`config.mk`:
```
export PLATFORM = sky130hd
export DESIGN_NAME = diag_reset_sequencer
export DESIGN_NICKNAME = d
export VERILOG_FILES = /design/src/rtl/diag_rst_pkg.sv /design/src/rtl/diag_rst_script.sv /design/src/rtl/diag_rst_timer.sv /design/src/rtl/diag_rst_fsm.sv /design/src/rtl/diag_reset_sequencer.sv
export SDC_FILE = /design/constraint.sdc
export NUM_CORES = 1
export LEC_CHECK = 0
export BUFFER_PORTS_ARGS = -buffer_cell sky130_fd_sc_hd__buf_2
export CAP_MARGIN = 40
export CORE_MARGIN = 5
export CORE_UTILIZATION = 44
export CTS_CLUSTER_DIAMETER = 150
export DETAILED_ROUTE_END_ITERATION = 10
export GPL_TIMING_DRIVEN = 0
export PLACE_DENSITY = 0.91
export SLEW_MARGIN = 15
export SYNTH_ARGS = -nofsm -noshare
export SYNTH_HDL_FRONTEND = slang
export SYNTH_SLANG_ARGS = --single-unit
```
`constraint.sdc`:
```
create_clock -name clk -period 2.1 [get_ports clk]
set_input_delay 0.42 -clock clk [delete_from_list [all_inputs] [get_ports clk]]
set_output_delay 0.42 -clock clk [all_outputs]
set_load 0.01 [all_outputs]
```
`src/rtl/diag_rst_pkg.sv`:
```
// Package: shared widths, command codes and FSM state type for the
// diagnostic master-reset sequencer. Assumes 7-bit function codes and a
// 36-bit diagnostic data word.
package diag_rst_pkg;

    localparam int FUNC_W     = 7;
    localparam int DATA_W     = 36;
    localparam int SCRIPT_LEN = 16;
    localparam int PH1_LEN    = 11;
    localparam int IDX_W      = $clog2(SCRIPT_LEN);
    localparam int PH1_LAST   = PH1_LEN - 1;
    localparam int SCRIPT_END = SCRIPT_LEN - 1;

    typedef logic [FUNC_W-1:0] func_t;
    typedef logic [DATA_W-1:0] data_t;

    // Codes used outside the fixed script table
    localparam func_t CODE_READ = 7'o162;
    localparam func_t CODE_STEP = 7'o002;

    typedef enum logic [3:0] {
        ST_IDLE,
        ST_CMD,
        ST_CMD_WAIT,
        ST_DLY,
        ST_RD,
        ST_RD_WAIT,
        ST_STEP,
        ST_STEP_WAIT,
        ST_FIN
    } seq_state_t;

endpackage

```
`src/rtl/diag_rst_script.sv`:
```
// Module: fixed reset script table. Maps a script index to a function code
// and write data. Indices 0..10 form the first half and 11..15 the second.
// Purely combinational; assumes the index is always within the script.
module diag_rst_script
    import diag_rst_pkg::*;
(
    input  logic [IDX_W-1:0] idx,
    output func_t            code,
    output data_t            wdata
);

    // Look up code and data for the current script position
    always_comb begin
        wdata = '0;
        unique case (idx)
            4'd0:  code = 7'o012;
            4'd1:  code = 7'o045;
            4'd2:  code = 7'o000;
            4'd3:  code = 7'o046;
            4'd4:  code = 7'o047;
            4'd5:  code = 7'o042;
            4'd6:  code = 7'o043;
            4'd7:  code = 7'o044;
            4'd8:  code = 7'o001;
            4'd9:  code = 7'o070;
            4'd10: code = 7'o042;
            4'd11: code = 7'o004;
            4'd12: code = 7'o006;
            4'd13: code = 7'o067;
            4'd14: code = 7'o077;
            4'd15: begin
                code  = 7'o071;
                wdata = data_t'(36'o120);
            end
            default: code = '0;
        endcase
    end

endmodule

```
`src/rtl/diag_rst_timer.sv`:
```
// Module: poll delay timer. A load pulse starts a countdown, and expired is
// high on the last of WAIT_CYC cycles after the load. Assumes WAIT_CYC >= 1.
module diag_rst_timer #(
    parameter int WAIT_CYC = 4
) (
    input  logic clk,
    input  logic rst_n,
    input  logic load,
    output logic expired
);

    localparam int CNT_W = (WAIT_CYC < 2) ? 1 : $clog2(WAIT_CYC + 1);

    logic [CNT_W-1:0] cnt;

    // Count down from the loaded value and hold at zero
    always_ff @(posedge clk) begin
        if (!rst_n) begin
            cnt <= '0;
        end else if (load) begin
            cnt <= CNT_W'(WAIT_CYC - 1);
        end else if (cnt != '0) begin
            cnt <= cnt - 1'b1;
        end
    end

    assign expired = (cnt == '0);

endmodule

```
`src/rtl/diag_rst_fsm.sv`:
```
// Module: sequencing FSM. Walks the script, runs the bounded poll-and-step
// loop between the halves and keeps the error flag. Assumes cmd_done comes
// no earlier than the cycle after a strobe.
module diag_rst_fsm
    import diag_rst_pkg::*;
#(
    parameter int MAX_STEPS = 5
) (
    input  logic             clk,
    input  logic             rst_n,
    input  logic             start,
    input  logic             cmd_done,
    input  logic             stat_bit,
    input  logic             tmr_expired,
    output logic             tmr_load,
    output logic [IDX_W-1:0] idx,
    output logic             stb,
    output logic             sel_read,
    output logic             sel_step,
    output logic             busy,
    output logic             done,
    output logic             error
);

    localparam int STEP_W = $clog2(MAX_STEPS + 1);

    seq_state_t        state;
    logic [STEP_W-1:0] steps;
    logic              last_ph1;
    logic              last_all;

    assign last_ph1 = (idx == IDX_W'(PH1_LAST));
    assign last_all = (idx == IDX_W'(SCRIPT_END));

    // Advance the sequence state, the script index, the step count and the error flag
    always_ff @(posedge clk) begin
        if (!rst_n) begin
            state <= ST_IDLE;
            idx   <= '0;
            steps <= '0;
            error <= 1'b0;
        end else begin
            unique case (state)
                ST_IDLE: if (start) begin
                    state <= ST_CMD;
                    idx   <= '0;
                    error <= 1'b0;
                end
                ST_CMD: state <= ST_CMD_WAIT;
                ST_CMD_WAIT: if (cmd_done) begin
                    idx <= idx + 1'b1;
                    if (last_ph1) begin
                        state <= ST_DLY;
                        steps <= '0;
                    end else if (last_all) begin
                        state <= ST_FIN;
                    end else begin
                        state <= ST_CMD;
                    end
                end
                ST_DLY: if (tmr_expired) state <= ST_RD;
                ST_RD: state <= ST_RD_WAIT;
                ST_RD_WAIT: if (cmd_done) begin
                    if (!stat_bit) begin
                        state <= ST_CMD;
                    end else if (steps == STEP_W'(MAX_STEPS)) begin
                        error <= 1'b1;
                        state <= ST_CMD;
                    end else begin
                        state <= ST_STEP;
                    end
                end
                ST_STEP: state <= ST_STEP_WAIT;
                ST_STEP_WAIT: if (cmd_done) begin
                    steps <= steps + 1'b1;
                    state <= ST_DLY;
                end
                ST_FIN: state <= ST_IDLE;
                default: state <= ST_IDLE;
            endcase
        end
    end

    // Decode state into strobe, selects, flags and timer load
    always_comb begin
        stb      = (state == ST_CMD) || (state == ST_RD) || (state == ST_STEP);
        sel_read = (state == ST_RD);
        sel_step = (state == ST_STEP);
        busy     = (state != ST_IDLE);
        done     = (state == ST_FIN);
        tmr_load = cmd_done && (((state == ST_CMD_WAIT) && last_ph1) ||
                                (state == ST_STEP_WAIT));
    end

endmodule

```
`src/rtl/diag_reset_sequencer.sv`:
```
// Module: top of the diagnostic master-reset sequencer. Joins the script
// table, the poll timer and the FSM, extracts the status bit from the read
// word and drives the command port. Outputs are zero when no strobe is up.
module diag_reset_sequencer
    import diag_rst_pkg::*;
#(
    parameter int POLL_WAIT = 4,
    parameter int MAX_STEPS = 5,
    parameter int STAT_BIT  = 32
) (
    input  logic              clk,
    input  logic              rst_n,
    input  logic              start,
    input  logic              cmd_done,
    input  logic [DATA_W-1:0] rd_word,
    output logic [FUNC_W-1:0] cmd_func,
    output logic [DATA_W-1:0] cmd_wdata,
    output logic              cmd_stb,
    output logic              busy,
    output logic              done,
    output logic              error
);

    // Big-endian bit number converted to a one-hot mask on the vector
    localparam data_t STAT_MASK = data_t'(1) << (DATA_W - 1 - STAT_BIT);

    logic             stat_bit;
    logic             tmr_load;
    logic             tmr_expired;
    logic [IDX_W-1:0] idx;
    logic             stb;
    logic             sel_read;
    logic             sel_step;
    func_t            scr_code;
    data_t            scr_data;

    assign stat_bit = |(rd_word & STAT_MASK);

    diag_rst_script u_script (
        .idx   (idx),
        .code  (scr_code),
        .wdata (scr_data)
    );

    diag_rst_timer #(
        .WAIT_CYC (POLL_WAIT)
    ) u_timer (
        .clk     (clk),
        .rst_n   (rst_n),
        .load    (tmr_load),
        .expired (tmr_expired)
    );

    diag_rst_fsm #(
        .MAX_STEPS (MAX_STEPS)
    ) u_fsm (
        .clk         (clk),
        .rst_n       (rst_n),
        .start       (start),
        .cmd_done    (cmd_done),
        .stat_bit    (stat_bit),
        .tmr_expired (tmr_expired),
        .tmr_load    (tmr_load),
        .idx         (idx),
        .stb         (stb),
        .sel_read    (sel_read),
        .sel_step    (sel_step),
        .busy        (busy),
        .done        (done),
        .error       (error)
    );

    // Select the command presented on the port
    always_comb begin
        cmd_stb   = stb;
        cmd_func  = '0;
        cmd_wdata = '0;
        if (stb) begin
            if (sel_read) begin
                cmd_func = CODE_READ;
            end else if (sel_step) begin
                cmd_func = CODE_STEP;
            end else begin
                cmd_func  = scr_code;
                cmd_wdata = scr_data;
            end
        end
    end

endmodule

```
==> reports/metrics.csv, run 1 <==
stage,metric,value,unit
synth,syn_area,1480,sq um
timing,hold_violations,0,
worst_setup_path,timing.critical_path.arrival,2.01,ns
floorplan,ios,87,
synth,yosysWarnings,0,
grt,grt_util_all_layers,0.167,
place,port-buffer-count,17,
synth,synthArstFlopShare,0,
worst_setup_path,ff2ff_path_depth,9,
grt,grt_pass1_wl,6070,um
worst_setup_path,crit_type,flip-flop to output pin,
timing,period_minus_slack,2.43,ns
clock_network,cts_made_buffers,3,
timing,max_freq,411,MHz
finish,drive_above_1_share,0.380,
run,maxCapViolations,0,
outcome,violations,setup timing,
timing,finalCritPeriodShare,1.16,
synth,syn_inst,193,
grt,first_global_vias,1387,
route,num_vias,1499,
floorplan,rows,21,
grt,grt_remaining_overflow,0,
worst_setup_path,cpMostUsedCell,buf_4,
finish,area_growth,34.0,%
worst_setup_path,r2r_start,u_fsm.idx[0]$_SDFFE_PN0P_,
route,post-route-drc-count,0,
worst_setup_path,endpoint,cmd_func[4],
synth,ys_seq_area_frac,0.203,
synth,synth_edf_count,0,
worst_setup_path,worstPathCellList,clkinvlp_4 -> ha_4 -> buf_4 -> buf_4 -> buf_4 -> o21a_1 -> o2111ai_2 -> a21oi_2 -> buf_2,
synth,synth-seq-cells,15,
clock_network,hold_buffers,0,
worst_setup_path,required,1.68,ns
synth,yosys.area.top_type_share,0.203,
floorplan,die-area,4620,sq um
clock_network,root_buffer,clkbuf_4,
route,wl,3740,um
power,leakage,0.952,nW
floorplan,fp.dieH,68.0,um
clock_network,clock_path_buffers,2,
timing,maxSlewHeadroom,0.572,
route,firstDrtPassIters,4,
power,p_per_area,680,nW/um^2
timing,drv_slew,0,
min_path,min-delay-path-class,input port to flip-flop,
finish,nNetsFinal,308,
synth,synth_top_flop_cell,dfxtp_1,
timing,fin_ws,-0.335,ns
floorplan,start_util,0.450,
worst_setup_path,startpoint,u_fsm.idx[0]$_SDFFE_PN0P_,
route,ant_nets,0,
grt,grt_max_degree,11,
clock_network,cts_sinks,15,
worst_setup_path,start_kind,flip-flop,
finish,diodes,0,
clock_network,clk_latency,0.28,ns
worst_setup_path,endpoint_kind,output pin,
clock_network,clk_pin_slew,0.09,ns
timing,setup-violations-final,6,
finish,final_area,1980,sq um
route,drt_iter0_drc,129,
place,dpl.hpwl,2580,um
outcome,outcome,"complete, but fails checks",
timing,rsz0062_at_grt,true,
synth,synth_cell_types,47,
worst_setup_path,critPathSlowestCell,dfxtp_4,
grt,antenna_found_initial,0,
route,via_per_inst,4.93,
synth,synth_area_per_cell,7.66,sq um
synth,synth_area_leaders,"dfxtp_1 (20%), buf_4 (18%), ha_1 (7.6%)",
clock_network,tritoncts,yes,
synth,synth_area_leader_cell,dfxtp_1,
power,power.total,1.35,mW
route,wire_per_inst,12.3,um
finish,fillerInstances,278,
floorplan,core,3280,sq um
timing,finClkSkew,0.00522,ns
timing,tightest_slew,0.638,ns
floorplan,die_w,68.0,um
worst_setup_path,r2r-end,u_fsm.steps[1]$_SDFFE_PN0P_,
worst_setup_path,cp_max_fo,3,
worst_setup_path,cp_slowest_stage_delay,0.37,ns
place,placed_area,1750,sq um
worst_setup_path,regToRegSetupSlack,0.17,ns
place,gp_congestion,0.889,
clock_network,htree_levels,1,
power,vdd_ir_drop_max,0.223,mV
[where the power goes]
group | internal, mW | total [mW] | switching, mW
registers | 0.334 | 0.372 | 0.0388
logic | 0.372 | 0.810 | 0.438
clock network | 0.0737 | 0.166 | 0.0925
total | 0.779 | 1.35 | 0.569
[registers in the layout (all words and copies together) (netlist names)]
name         count
u_fsm.error      1
u_timer.cnt      3
u_fsm.steps      3
u_fsm.state      4
u_fsm.idx        4
[per-stage QoR]
| stage | cells | util | setup slack [ns] | hold WS (ns) | TNS [ns] |
|---|---|---|---|---|---|
| after floorplan | 226 | - | 0.0701 | 0.454 | 0 |
| after global placement | 289 | 0.531 | -0.139 | 0.441 | -0.231 |
| after detailed placement | 289 | 0.531 | -0.171 | 0.464 | -0.282 |
| after CTS | 302 | 0.590 | -0.301 | 0.397 | -0.990 |
| after global routing | 304 | 0.603 | -0.380 | 0.430 | -1.84 |
| final | 304 | 0.603 | -0.335 | 0.413 | -1.42 |
[how the worst min path moves through the flow]
stage,from,to,slack (ns),cells after the start
floorplan,u_fsm.steps[0]$_SDFFE_PN0P_,u_fsm.steps[0]$_SDFFE_PN0P_,0.45,1
global placement,u_fsm.error$_SDFFE_PN0P_,u_fsm.error$_SDFFE_PN0P_,0.44,2
detailed placement,u_fsm.error$_SDFFE_PN0P_,u_fsm.error$_SDFFE_PN0P_,0.46,2
CTS,cmd_done,u_fsm.steps[2]$_SDFFE_PN0P_,0.40,2
global route,cmd_done,u_fsm.steps[2]$_SDFFE_PN0P_,0.43,2
finish,cmd_done,u_fsm.steps[2]$_SDFFE_PN0P_,0.41,2
[metal layers]
metal / vias up / track usage / share of wire / wire length, um
li1: 740 / - / - / -
met1: 655 / 0.206 / 0.40 / 1510
met2: 92 / 0.285 / 0.48 / 1810
met3: 12 / 0.0230 / 0.091 / 340
met4: 0 / 0.0744 / 0.020 / 74
met5: - / 0 / 0 / 0
[cell usage in the layout, fill, tap and decap left out, types with 2 or more instances in the layout]
cell      synthesis  layout
buf_4            35      45
conb_1            1      34
buf_2             6      23
nor2_1           18      16
nand2_1          14      14
dfxtp_1          15      13
inv_1            11       9
a21oi_1           8       6
nand2b_1          5       5
nor3_1            5       5
ha_4              0       5
o21a_1            4       4
nand3_1           4       4
xnor2_1           4       4
ha_1              9       4
nor2b_1           3       3
a311oi_1          3       3
and3_1            4       3
mux2i_1           3       3
o21ai_0           5       3
clkbuf_4          0       3
a21oi_2           0       2
or2_4             1       2
o22ai_1           2       2
o21ai_1           0       2
o32ai_1           2       2
a21o_1            2       2
a221oi_1          3       2
dfxtp_4           0       2
[Yosys cell counts, types with 2 or more instances]
cell type,instances
or2_2,2
nand2b_1,5
a21o_1,2
inv_1,11
mux2i_1,3
a221oi_1,3
nand3_1,4
nor2b_1,3
o32ai_1,2
and3_1,4
ha_1,9
a311oi_1,3
nand2_1,14
o21a_1,4
o22ai_1,2
a21oi_1,8
o21ai_0,5
o2111ai_1,2
xnor2_1,4
buf_2,6
o221ai_1,2
nor2_1,18
dfxtp_1,15
nor3_1,5
buf_4,35
[critical path, delay by kind of cell (launching register included)]
kind | cells | cell delay, ns
buf+inv | 5 | 0.67
compound gates | 3 | 0.47
flops | 1 | 0.37
fa+ha+maj | 1 | 0.20
[kinds of logic after synthesis]
group | share of synthesized area
AOI/OAI and AO/OA | 0.232
xor gates and xnor gates | 0.0296
adders and majority gates | 0.0838
buffers and inverters | 0.228
DFF | 0.203
muxes | 0.0203
other | 0.00254
and+or+nand+nor | 0.201
[timing repair]
item	in CTS	in global routing
buffers inserted	9	2
endpoints found under the setup margin	6	8
pin swaps	6	6
cloned	0	0
gates resized for setup	25	7
[final cells by class]
class / count / area (sq um) / share of cell area
plain buffers: 42 / 298 / 0.150
clock buffers: 4 / 26.3 / 0.0133
inverters: 11 / 45.0 / 0.0227
multi-input cells: 158 / 1080 / 0.543
flip-flops and latches: 15 / 308 / 0.155
well taps: 46 / 57.6 / 0.0290
repair buffers: 28 / 171 / 0.0865
(Power assumes the default switching activity.)
==> run 2, diff against run 1 <==
--- a/config.mk
+++ b/config.mk
@@ -5,6 +5,7 @@
 export SDC_FILE = /design/constraint.sdc
 export NUM_CORES = 1
 export LEC_CHECK = 0
+export ABC_AREA = 1
 export BUFFER_PORTS_ARGS = -buffer_cell sky130_fd_sc_hd__buf_2
 export CAP_MARGIN = 40
 export CORE_MARGIN = 5
@@ -12,7 +13,7 @@
 export CTS_CLUSTER_DIAMETER = 150
 export DETAILED_ROUTE_END_ITERATION = 10
 export GPL_TIMING_DRIVEN = 0
-export PLACE_DENSITY = 0.91
+export PLACE_DENSITY = 0.9
 export SLEW_MARGIN = 15
 export SYNTH_ARGS = -nofsm -noshare
 export SYNTH_HDL_FRONTEND = slang
==> run 2 against run 1 <==
- the run still ends with setup timing left
- cell count rose by 12%
- synthesized cell count rose by 22%
- die area rose by 2.0%
- global-route usage fell by 3.1 points
- sequential cell count did not move
- clock power rose by 8%
- critical path type unchanged
- highest routed layer unchanged
==> reports/metrics.csv, run 2 <==
stage,metric,value,unit,change
synth,synth-seq-cells,15,,unchanged
timing,max_freq,459,MHz,+12%
power,intPower,0.784,mW,+0.68%
timing,drv_slew,0,,unchanged
finish,nNetsFinal,343,,+11%
finish,final_cell_mix,"buf_4 (40), nand2_1 (36), conb_1 (34)",,
timing,finalCritPeriodShare,1.04,,-0.122
floorplan,fp.dieH,68.6,um,+0.97%
route,wire_per_inst,9.56,um,-22%
timing,rsz0062_at_grt,true,,
finish,area_growth,27.7,%,
synth,yosysWarnings,0,,unchanged
route,firstDrtPassIters,4,,unchanged
synth,ys_seq_area_frac,0.199,,-0.00453
synth,synth.most_common_cell,nand2_1,,
synth,synthXorXnorAreaFrac,0.0289,,-0.000661
timing,period_minus_slack,2.18,ns,-0.256 ns
outcome,outcome,"complete, but fails checks",,
worst_setup_path,endpoint_kind,output pin,,
floorplan,rows,21,,unchanged
power,leakage,1.08,nW,+13%
synth,synth_area_leader_cell,dfxtp_1,,
worst_setup_path,timing.critical_path.arrival,1.76,ns,-0.25 ns
route,wl,3240,um,-13%
synth,syn_inst,235,,+22%
power,vdd_ir_drop_max,0.323,mV,+45%
grt,grt_max_degree,11,,unchanged
synth,muxShareOfSynthArea,0,,-0.0203
synth,synth-simple-area-share,0.337,,+0.137
run,maxCapViolations,0,,unchanged
floorplan,die_w,68.6,um,+0.97%
grt,grt_util_all_layers,0.136,,-0.0310
power,p_sw_frac,0.486,,+0.0635
outcome,violations,setup timing,,
synth,synth_edf_count,0,,unchanged
finish,fin_cells,339,,+12%
place,port-buffer-count,17,,unchanged
grt,antenna_found_initial,0,,unchanged
timing,finClkSkew,0.0256,ns,+0.0204 ns
clock_network,root_buffer,clkbuf_4,,
min_path,hold_depth,3,,+1
route,drt_iter0_drc,101,,-22%
synth,synth_area_per_cell,6.44,sq um,-16%
route,via_per_inst,4.42,,-10%
worst_setup_path,ff2ff_path_depth,9,,unchanged
floorplan,core,3340,sq um,+1.6%
finish,multi_input_area,1010,sq um,-5.9%
floorplan,ios,87,,unchanged
power,sequentialPowerShare,0.271,,-0.005
place,gp_congestion,0.902,,+1.5%
grt,grt_remaining_overflow,0,,unchanged
route,ant_nets,0,,unchanged
finish,mostFrequentLayoutCell,buf_4,,
synth,synth_cell_types,26,,-45%
power,p_per_area,790,nW/um^2,+16%
synth,synthAdderAreaFrac,0.0744,,-0.00931
power,clock_power_share,0.117,,-0.006
finish,drive_above_1_share,0.341,,-0.0385
finish,reg.largest.list,"u_fsm.idx x4, u_fsm.state x4",,
power,comb_power_share,0.612,,+0.011
timing,hold_ws,0.388,ns,-0.0249 ns
clock_network,clk_pin_slew,0.11,ns,+0.02 ns
worst_setup_path,start_kind,flip-flop,,
synth,synth_common_cells,"nand2_1 (40), buf_4 (37), inv_1 (31), nor2_1 (26), nand3_1 (17)",,
grt,grt_pass1_wl,4930,um,-19%
finish,fillerInstances,310,,+12%
min_path,min-delay-path-class,input port to flip-flop,,
power,power.switching,0.741,mW,+30%
clock_network,clk_latency,0.31,ns,+0.03 ns
synth,syn_area,1510,sq um,+2.3%
timing,fin_ws,-0.0790,ns,+0.256 ns
floorplan,die-area,4710,sq um,+2.0%
clock_network,tritoncts,yes,,
clock_network,htree_levels,1,,unchanged
worst_setup_path,cp_max_fo,4,,+1
synth,yosys.area.top_type_share,0.199,,-0.00453
route,post-route-drc-count,0,,unchanged
clock_network,cts_sinks,15,,unchanged
worst_setup_path,crit_type,flip-flop to output pin,,
floorplan,start_util,0.453,,+0.00303
place,dp_cells,331,,+15%
clock_network,hold_buffers,0,,unchanged
synth,synth_top_flop_cell,dfxtp_1,,
synth,synth_compound_area_frac,0.0902,,-0.142
clock_network,clock_path_buffers,2,,unchanged
finish,seq_area,308,sq um,unchanged
timing,hold_violations,0,,unchanged
synth,synth_top_family_by_area,simple AND/OR/NAND/NOR gates,,
synth,synthArstFlopShare,0,,unchanged
place,dpl.hpwl,2510,um,-2.8%
timing,setup-violations-final,4,,-2
synth,synth_area_leaders,"dfxtp_1 (20%), buf_4 (18%), nand2_1 (9.9%)",,
grt,first_global_vias,1147,,-17%
worst_setup_path,required,1.68,ns,about the same
finish,diodes,0,,unchanged
power,power.total,1.53,mW,+13%
place,dp_slack,0.0509,ns,+0.222 ns
clock_network,cts_made_buffers,3,,unchanged
route,num_vias,1500,,+0.067%
[run 2: final timing paths]
path                                     from                     endpoint  slack (ns)
hold reg to reg      u_fsm.error$_SDFFE_PN0P_     u_fsm.error$_SDFFE_PN0P_        0.45
setup reg to reg  u_timer.cnt[0]$_SDFFE_PN0P_  u_fsm.state[2]$_SDFFE_PN0P_        0.75
hold / removal                          rst_n  u_fsm.state[0]$_SDFFE_PN0P_        0.39
setup / recovery    u_fsm.idx[1]$_SDFFE_PN0P_                  cmd_func[3]       -0.08
[run 2: area by class of cell]
cell class              instances  area share
clock buffers                   3      0.0117
plain buffers                  37       0.144
repair buffers                 21      0.0615
well taps                      46      0.0298
inverters                      34      0.0674
clock inverters                 1     0.00259
multi-input cells             182       0.524
flip-flops and latches         15       0.159
[run 2: power by group through the flow]
stage          combinational (mW)  sequential [mW]  clock [mW]
6_report                    0.934            0.413       0.179
4_1_cts                     0.894            0.405       0.180
5_1_grt                      1.07            0.424       0.197
2_1_floorplan               0.678            0.402           0
3_3_place_gp                0.841            0.407           0
3_5_place_dp                0.860            0.409           0
[run 2: routing by layer]
metal | vias to the layer above | global-route usage | part of all wire
met5 | - | 0 | 0
met1 | 644 | 0.181 | 0.43
met2 | 62 | 0.213 | 0.46
met3 | 5 | 0.0243 | 0.095
li1 | 789 | - | -
met4 | 0 | 0.0571 | 0.014
[run 2: critical path, stage by stage (launching register included)]
cell and delay (ns):
dfxtp_2 0.35, inv_1 0.07, ha_2 0.20, nand3_1 0.15, nand2_2 0.09, nor2_4 0.09, nand4_1 0.17, a21oi_1 0.20
buf_2 0.15
[run 2: what timing repair did]
item                                    in CTS  in global routing
pin swaps                                    2                  6
endpoints found under the setup margin       6                  7
gates resized for setup                     14                 16
setup buffers                                2                  2
[run 2: metrics by stage]
stage	util	TNS (ns)	area, sq um
floorplan	-	0	1640
global placement	0.533	0	1780
CTS	0.558	0	1860
global route	0.579	-0.705	1930
finish	0.579	-0.176	1930
detailed placement	0.533	0	1780
[run 2: logic make-up after synthesis]
kind of cell,Yosys count
simple gates,108
xor+xnor,5
flops,15
fa+ha+maj,9
compound gates,26
other cells,1
buf+inv,71
